`src/rtl/ac_link_pkg.sv`:
```
package ac_link_pkg;
  localparam int AC_NUM_SLOTS = 12;
  localparam int AC_SLOT_W    = 20;
  localparam int AC_TAG_W     = 16;
  localparam int AC_WIDTH_W   = 5;
  // zero-based slot indices of the left/right pair used for mono
  localparam int AC_LEFT_IDX  = 2;
  localparam int AC_RIGHT_IDX = 3;

  typedef enum logic {
    PH_BODY = 1'b0,
    PH_TAG  = 1'b1
  } frame_phase_e;
endpackage

```
`src/rtl/ac_frame_timer.sv`:
```
module ac_frame_timer
  import ac_link_pkg::*;
#(
  parameter int FRAME_LEN = 256,
  parameter int TAG_W     = 16
) (
  input  logic clk,
  input  logic rst,
  output logic load_o,
  output logic sync_o
);
  localparam int CNT_W = $clog2(FRAME_LEN);

  logic [CNT_W-1:0] pos_q;
  frame_phase_e     phase_q;

  // position 0 is the edge that raises the strobe and captures the frame
  assign load_o = (pos_q == '0);
  assign sync_o = (phase_q == PH_TAG);

  always_ff @(posedge clk) begin
    if (rst) begin
      pos_q   <= '0;
      phase_q <= PH_BODY;
    end else begin
      pos_q   <= (pos_q == CNT_W'(FRAME_LEN - 1)) ? '0 : pos_q + 1'b1;
      phase_q <= (pos_q < CNT_W'(TAG_W)) ? PH_TAG : PH_BODY;
    end
  end
endmodule

```
`src/rtl/ac_slot_packer.sv`:
```
module ac_slot_packer
  import ac_link_pkg::*;
#(
  parameter int NUM_SLOTS = 12,
  parameter int SLOT_W    = 20,
  parameter int TAG_W     = 16,
  parameter int WIDTH_W   = 5,
  parameter int LEFT_IDX  = 2,
  parameter int RIGHT_IDX = 3
) (
  input  logic [NUM_SLOTS*SLOT_W-1:0]       slot_data,
  input  logic [NUM_SLOTS-1:0]              slot_valid,
  input  logic [WIDTH_W-1:0]                samp_width,
  input  logic                              mono_en,
  output logic [TAG_W+NUM_SLOTS*SLOT_W-1:0] frame_vec
);
  localparam int PAY_W = NUM_SLOTS * SLOT_W;
  localparam int PAD_W = TAG_W - 1 - NUM_SLOTS;

  logic [NUM_SLOTS-1:0] vld_eff;
  logic [NUM_SLOTS-1:0] flags_rev;
  logic [PAY_W-1:0]     payload;
  logic [SLOT_W-1:0]    keep_mask;
  logic [TAG_W-1:0]     tag;
  int                   w_eff;

  // width 0 or beyond the slot selects the full slot
  always_comb begin
    if (samp_width == '0 || int'(samp_width) > SLOT_W) w_eff = SLOT_W;
    else                                              w_eff = int'(samp_width);
    for (int b = 0; b < SLOT_W; b++) begin
      keep_mask[b] = (b >= SLOT_W - w_eff);
    end
  end

  for (genvar i = 0; i < NUM_SLOTS; i++) begin : g_slot
    logic [SLOT_W-1:0] raw;
    logic              dup;
    assign dup        = mono_en && (i == RIGHT_IDX);
    assign raw        = dup ? slot_data[LEFT_IDX*SLOT_W +: SLOT_W]
                            : slot_data[i*SLOT_W +: SLOT_W];
    assign vld_eff[i] = dup ? slot_valid[LEFT_IDX] : slot_valid[i];
    // slot 1 leads the payload, so it sits at the top
    assign payload[(NUM_SLOTS-1-i)*SLOT_W +: SLOT_W] =
      vld_eff[i] ? (raw & keep_mask) : '0;
    assign flags_rev[NUM_SLOTS-1-i] = vld_eff[i];
  end

  assign tag       = {|vld_eff, flags_rev, {PAD_W{1'b0}}};
  assign frame_vec = {tag, payload};
endmodule

```
`src/rtl/ac_frame_shifter.sv`:
```
module ac_frame_shifter #(
  parameter int FRAME_LEN = 256
) (
  input  logic                 clk,
  input  logic                 rst,
  input  logic                 load,
  input  logic [FRAME_LEN-1:0] frame_vec,
  output logic                 sdout_o
);
  logic [FRAME_LEN-1:0] shreg_q;

  // the output flop takes the top bit before the load overwrites it,
  // which gives the one-period lag behind the strobe
  always_ff @(posedge clk) begin
    if (rst) begin
      shreg_q <= '0;
      sdout_o <= 1'b0;
    end else begin
      sdout_o <= shreg_q[FRAME_LEN-1];
      shreg_q <= load ? frame_vec : {shreg_q[FRAME_LEN-2:0], 1'b0};
    end
  end
endmodule

```
`src/rtl/ac_link_tx.sv`:
```
module ac_link_tx
  import ac_link_pkg::*;
#(
  parameter int NUM_SLOTS = AC_NUM_SLOTS,
  parameter int SLOT_W    = AC_SLOT_W,
  parameter int TAG_W     = AC_TAG_W,
  parameter int WIDTH_W   = AC_WIDTH_W,
  parameter int LEFT_IDX  = AC_LEFT_IDX,
  parameter int RIGHT_IDX = AC_RIGHT_IDX
) (
  input  logic                        clk,
  input  logic                        rst,
  input  logic [NUM_SLOTS*SLOT_W-1:0] slot_data,
  input  logic [NUM_SLOTS-1:0]        slot_valid,
  input  logic [WIDTH_W-1:0]          samp_width,
  input  logic                        mono_en,
  output logic                        ac_sync,
  output logic                        ac_sdout
);
  localparam int FRAME_LEN = TAG_W + NUM_SLOTS * SLOT_W;

  logic                 load;
  logic [FRAME_LEN-1:0] frame_vec;

  ac_frame_timer #(.FRAME_LEN(FRAME_LEN), .TAG_W(TAG_W)) u_timer (
    .clk    (clk),
    .rst    (rst),
    .load_o (load),
    .sync_o (ac_sync)
  );

  ac_slot_packer #(
    .NUM_SLOTS(NUM_SLOTS), .SLOT_W(SLOT_W), .TAG_W(TAG_W),
    .WIDTH_W(WIDTH_W), .LEFT_IDX(LEFT_IDX), .RIGHT_IDX(RIGHT_IDX)
  ) u_packer (
    .slot_data  (slot_data),
    .slot_valid (slot_valid),
    .samp_width (samp_width),
    .mono_en    (mono_en),
    .frame_vec  (frame_vec)
  );

  ac_frame_shifter #(.FRAME_LEN(FRAME_LEN)) u_shift (
    .clk       (clk),
    .rst       (rst),
    .load      (load),
    .frame_vec (frame_vec),
    .sdout_o   (ac_sdout)
  );
endmodule

```
`config.mk`:
```
export PLATFORM = sky130hd
export DESIGN_NAME = ac_link_tx
export DESIGN_NICKNAME = d
export VERILOG_FILES = /design/src/rtl/ac_link_pkg.sv /design/src/rtl/ac_frame_timer.sv /design/src/rtl/ac_slot_packer.sv /design/src/rtl/ac_frame_shifter.sv /design/src/rtl/ac_link_tx.sv
export SDC_FILE = /design/constraint.sdc
export NUM_CORES = 1
export LEC_CHECK = 0
export BUFFER_PORTS_ARGS = -buffer_cell sky130_fd_sc_hd__buf_2
export CORE_ASPECT_RATIO = 0.9
export CORE_MARGIN = 2
export CORE_UTILIZATION = 54
export CTS_BUF_LIST = sky130_fd_sc_hd__clkbuf_8
export CTS_CLUSTER_DIAMETER = 60
export DETAILED_ROUTE_END_ITERATION = 6
export PLACE_DENSITY_LB_ADDON = 0.15
export SLEW_MARGIN = 0
export SYNTH_ARGS = -nofsm -noshare
export SYNTH_HDL_FRONTEND = slang
export SYNTH_SLANG_ARGS = --single-unit
```
`constraint.sdc`:
```
create_clock -name clk -period 2.4 [get_ports clk]
set_input_delay 0 -clock clk [delete_from_list [all_inputs] [get_ports clk]]
set_output_delay 0 -clock clk [all_outputs]
set_load 0.05 [all_outputs]
```
==> reports/metrics.cfg <==
[run_status]
outcome=complete, no violations

[floorplan]
rows=46
die_height_um=129.9
core_region_area_um2=17440
initial_utilization=0.5456
floorplan.die.width_um=143.9
io_pins=262
die_area_um2=18700

[cts]
cts_buffer_depth=3
clock_sinks=266
postCtsSetupRepairBufs=0
cts_htree_levels=2
tritoncts_clock_tree=yes
worst_setup_hold_path_clk_slew_ns=0.07
clk-insertion-delay-late_ns=0.55
clockRootBuffer=clkbuf_8
post_cts_resized=0
tritoncts.num_buffers=43

[logic_synthesis]
yosys_warnings=0
synthTopCellsByCount=dfxtp_1 (266), a32o_1 (239), clkbuf_1 (35)
synth.largest_area_cell=dfxtp_1
synth_area_um2=9515
synth_sequential_area_ratio=0.5596
synth_top_flop_cell=dfxtp_1
yosys_register_bits=266
proportion_of_register_bits_with_asynchronous_set_or_reset_after_synthesis=0
synth_edf_count=0
synth_top_cell_area_share=0.5596
synth.top_cells.by_area=dfxtp_1 (56%), a32o_1 (25%), buf_4 (2.1%)
postSynthNetCount=1051
post_synth_inst_count=785
synthMostInstantiatedCell=dfxtp_1
avgSynthCellArea_um2=12.12
yosys.cell_types.count=56

[run]
max_capacitance_violation_total=0

[place]
place_hpwl_um=20010
placement.setup.worst_slack_ns=-0.03462
portBuffers=261
postPlaceCellArea_um2=11210
placed_cells=1259
globalplace.congestion=0.9104

[sta]
finalSetupViolCount=0
post-route-period-util=0.9257
finalCriticalPeriod_ns=2.222
fin_worst_hold_slack_ns=0.02382
setup_ws_ns=0.1783
max_slew_vio_count=0
grt_setup_unrepaired=false
worst_rel_slew_slack=0.2448
setup_tns_ns=0
fmax_mhz=450.1
clock-skew-final_ns=0.02212
hold_viol_final=0
timing_worst_slew_pin_value_ns=1.133

[min_path]
min_delay_path_depth=5
hp-class=in2reg

[drt]
drt-total-wl_um=37680
route.detailed.vias_per_inst=6.132
first_iter_violations=867
average_wire_length_per_cell_after_detail_routing_um=23.76
detail_route.first_pass.iterations=6
antenna_violating_nets_post_route=0
remaining_drc_errors=0
via_count=9725

[critical_path]
critical_path_arrival_ns=2.71
critPathRequiredTime_ns=2.89
worst-r2r-cell-count=6
worstSetupStartpointType=register
cp_slowest_cell=and2_1
cpPeakStageDelay_ns=0.42
critical_path_cell_count=6
setup_crit_end_kind=register
critPathMaxFanout=16
timing.setup.critical_path_class=reg2reg
cp_cell_sequence=nor4_2 > and2b_1 > and3_1 > and2_1 > buf_12 > a32o_1
crit_buf_inv=1
cpLargestDelayFamily=simple AND/OR/NAND/NOR gates

[pwr]
post_layout_power_mw=10.39
irDropWorstVdd_mv=0.6470
power.density_cell_area_nw_per_um2=714.7
total_leakage_power_nw=6.082

[global_route]
vias_in_the_first_global_route=9894
globalRouteOverflowTotal=0
number_of_antenna_violations_at_the_first_check_in_global_routing=3
grt_use_total=0.3914
grt_max_degree=78
grt_pass1_wl_um=55180

[layout]
fillCellCount=967
post_layout_nonfiller_instances=1586
ratio_of_cells_with_drive_above_1_in_the_final_layout=0.3162
finish.net_count=1573
area.growth.synth_to_final_pct=52.83
final_util=0.8339
fin_area_um2=14540

[registers in the layout, summed over array words and instances, names as in the netlist]
register and count:
u_shift.shreg_q 256, u_shift.sdout_o 1, u_timer.sync_o 1, u_timer.pos_q 8
[path summary, 6_finish.rpt]
check / startpoint / end / slack, ns
worst min register to register: u_shift.shreg_q[241] / u_shift.shreg_q[242] / 0.42
worst max-delay path: u_timer.pos_q[5] / u_shift.shreg_q[143] / 0.18
worst max register to register: u_timer.pos_q[5] / u_shift.shreg_q[143] / 0.18
worst min-delay path: slot_valid[4] / u_shift.shreg_q[255] / 0.02
[routing by layer]
| metal | global-route usage | share of wire | routed length [µm] |
|---|---|---|---|
| met1 | 0.4473 | 0.37 | 13800 |
| met3 | 0.1009 | 0.089 | 3336 |
| met5 | 0 | 0 | 0 |
| met2 | 0.6557 | 0.48 | 18050 |
| met4 | 0.2520 | 0.066 | 2484 |
[final cells by class]
| cell class | count | area, µm² | area share |
|---|---|---|---|
| inverters | 9 | 33.78 | 0.002323 |
| multi-input cells | 427 | 3746 | 0.2576 |
| diodes | 5 | 12.51 | 0.0008604 |
| well taps | 240 | 300.3 | 0.02065 |
| clock inverters | 24 | 133.9 | 0.009206 |
| clock buffers | 55 | 757.0 | 0.05205 |
| repair buffers | 560 | 4234 | 0.2911 |
| flip-flops and latches | 266 | 5325 | 0.3662 |
[tightest hold or removal path: cells and delay by family]
kind                   cells  cell delay, ns
AND/OR/NAND/NOR            2            0.17
AO/OA/AOI/OAI              2            0.25
buffers and inverters      1            0.09
[power breakdown]
| part | internal (mW) | switching (mW) | total, mW |
|---|---|---|---|
| sequential | 4.61 | 0.0748 | 4.68 |
| clock | 2.17 | 1.86 | 4.04 |
| combinational | 0.782 | 0.891 | 1.67 |
| total | 7.57 | 2.83 | 10.4 |
[cell families (layout without fill, tap and decap cells)]
logic type      count (synthesis)  after routing  share of synthesized area
flops                         266            266                     0.5596
simple gates                   90             90                    0.05299
xor+xnor                        7              7                   0.006443
compound gates                304            304                     0.2968
other cells                     0              5                          0
buf+inv                        92            648                    0.05299
fa+ha+maj                       6              6                   0.007889
mux                            20             20                    0.02327
[cell usage in the layout (no fill, tap or decap), types with 3 or more instances in the layout]
master	count
nand2_1	10
nand3_1	6
ha_1	6
nand2b_1	7
clkinv_2	5
nor2_1	20
inv_1	24
a31oi_1	3
dlygate4sd3_1	243
nor2b_1	3
buf_2	261
a21o_1	12
clkinvlp_4	3
mux2_2	17
o21ai_0	9
and3_1	3
dfxtp_1	266
a32o_1	239
nand2_2	3
diode_2	5
xnor2_1	3
mux2i_1	3
clkbuf_8	55
and2_1	17
buf_4	50
or2_2	4
o21ai_2	3
a21oi_1	15
buf_12	6
or3_1	3
xor2_1	4
[repair_timing]
item / in CTS / in global routing
endpoints found under the setup margin: 0 / 0
endpoints found under the hold margin: 250 / 0
hold buffers: 243 / 0
No activity file was read; power rests on OpenSTA's default activity.
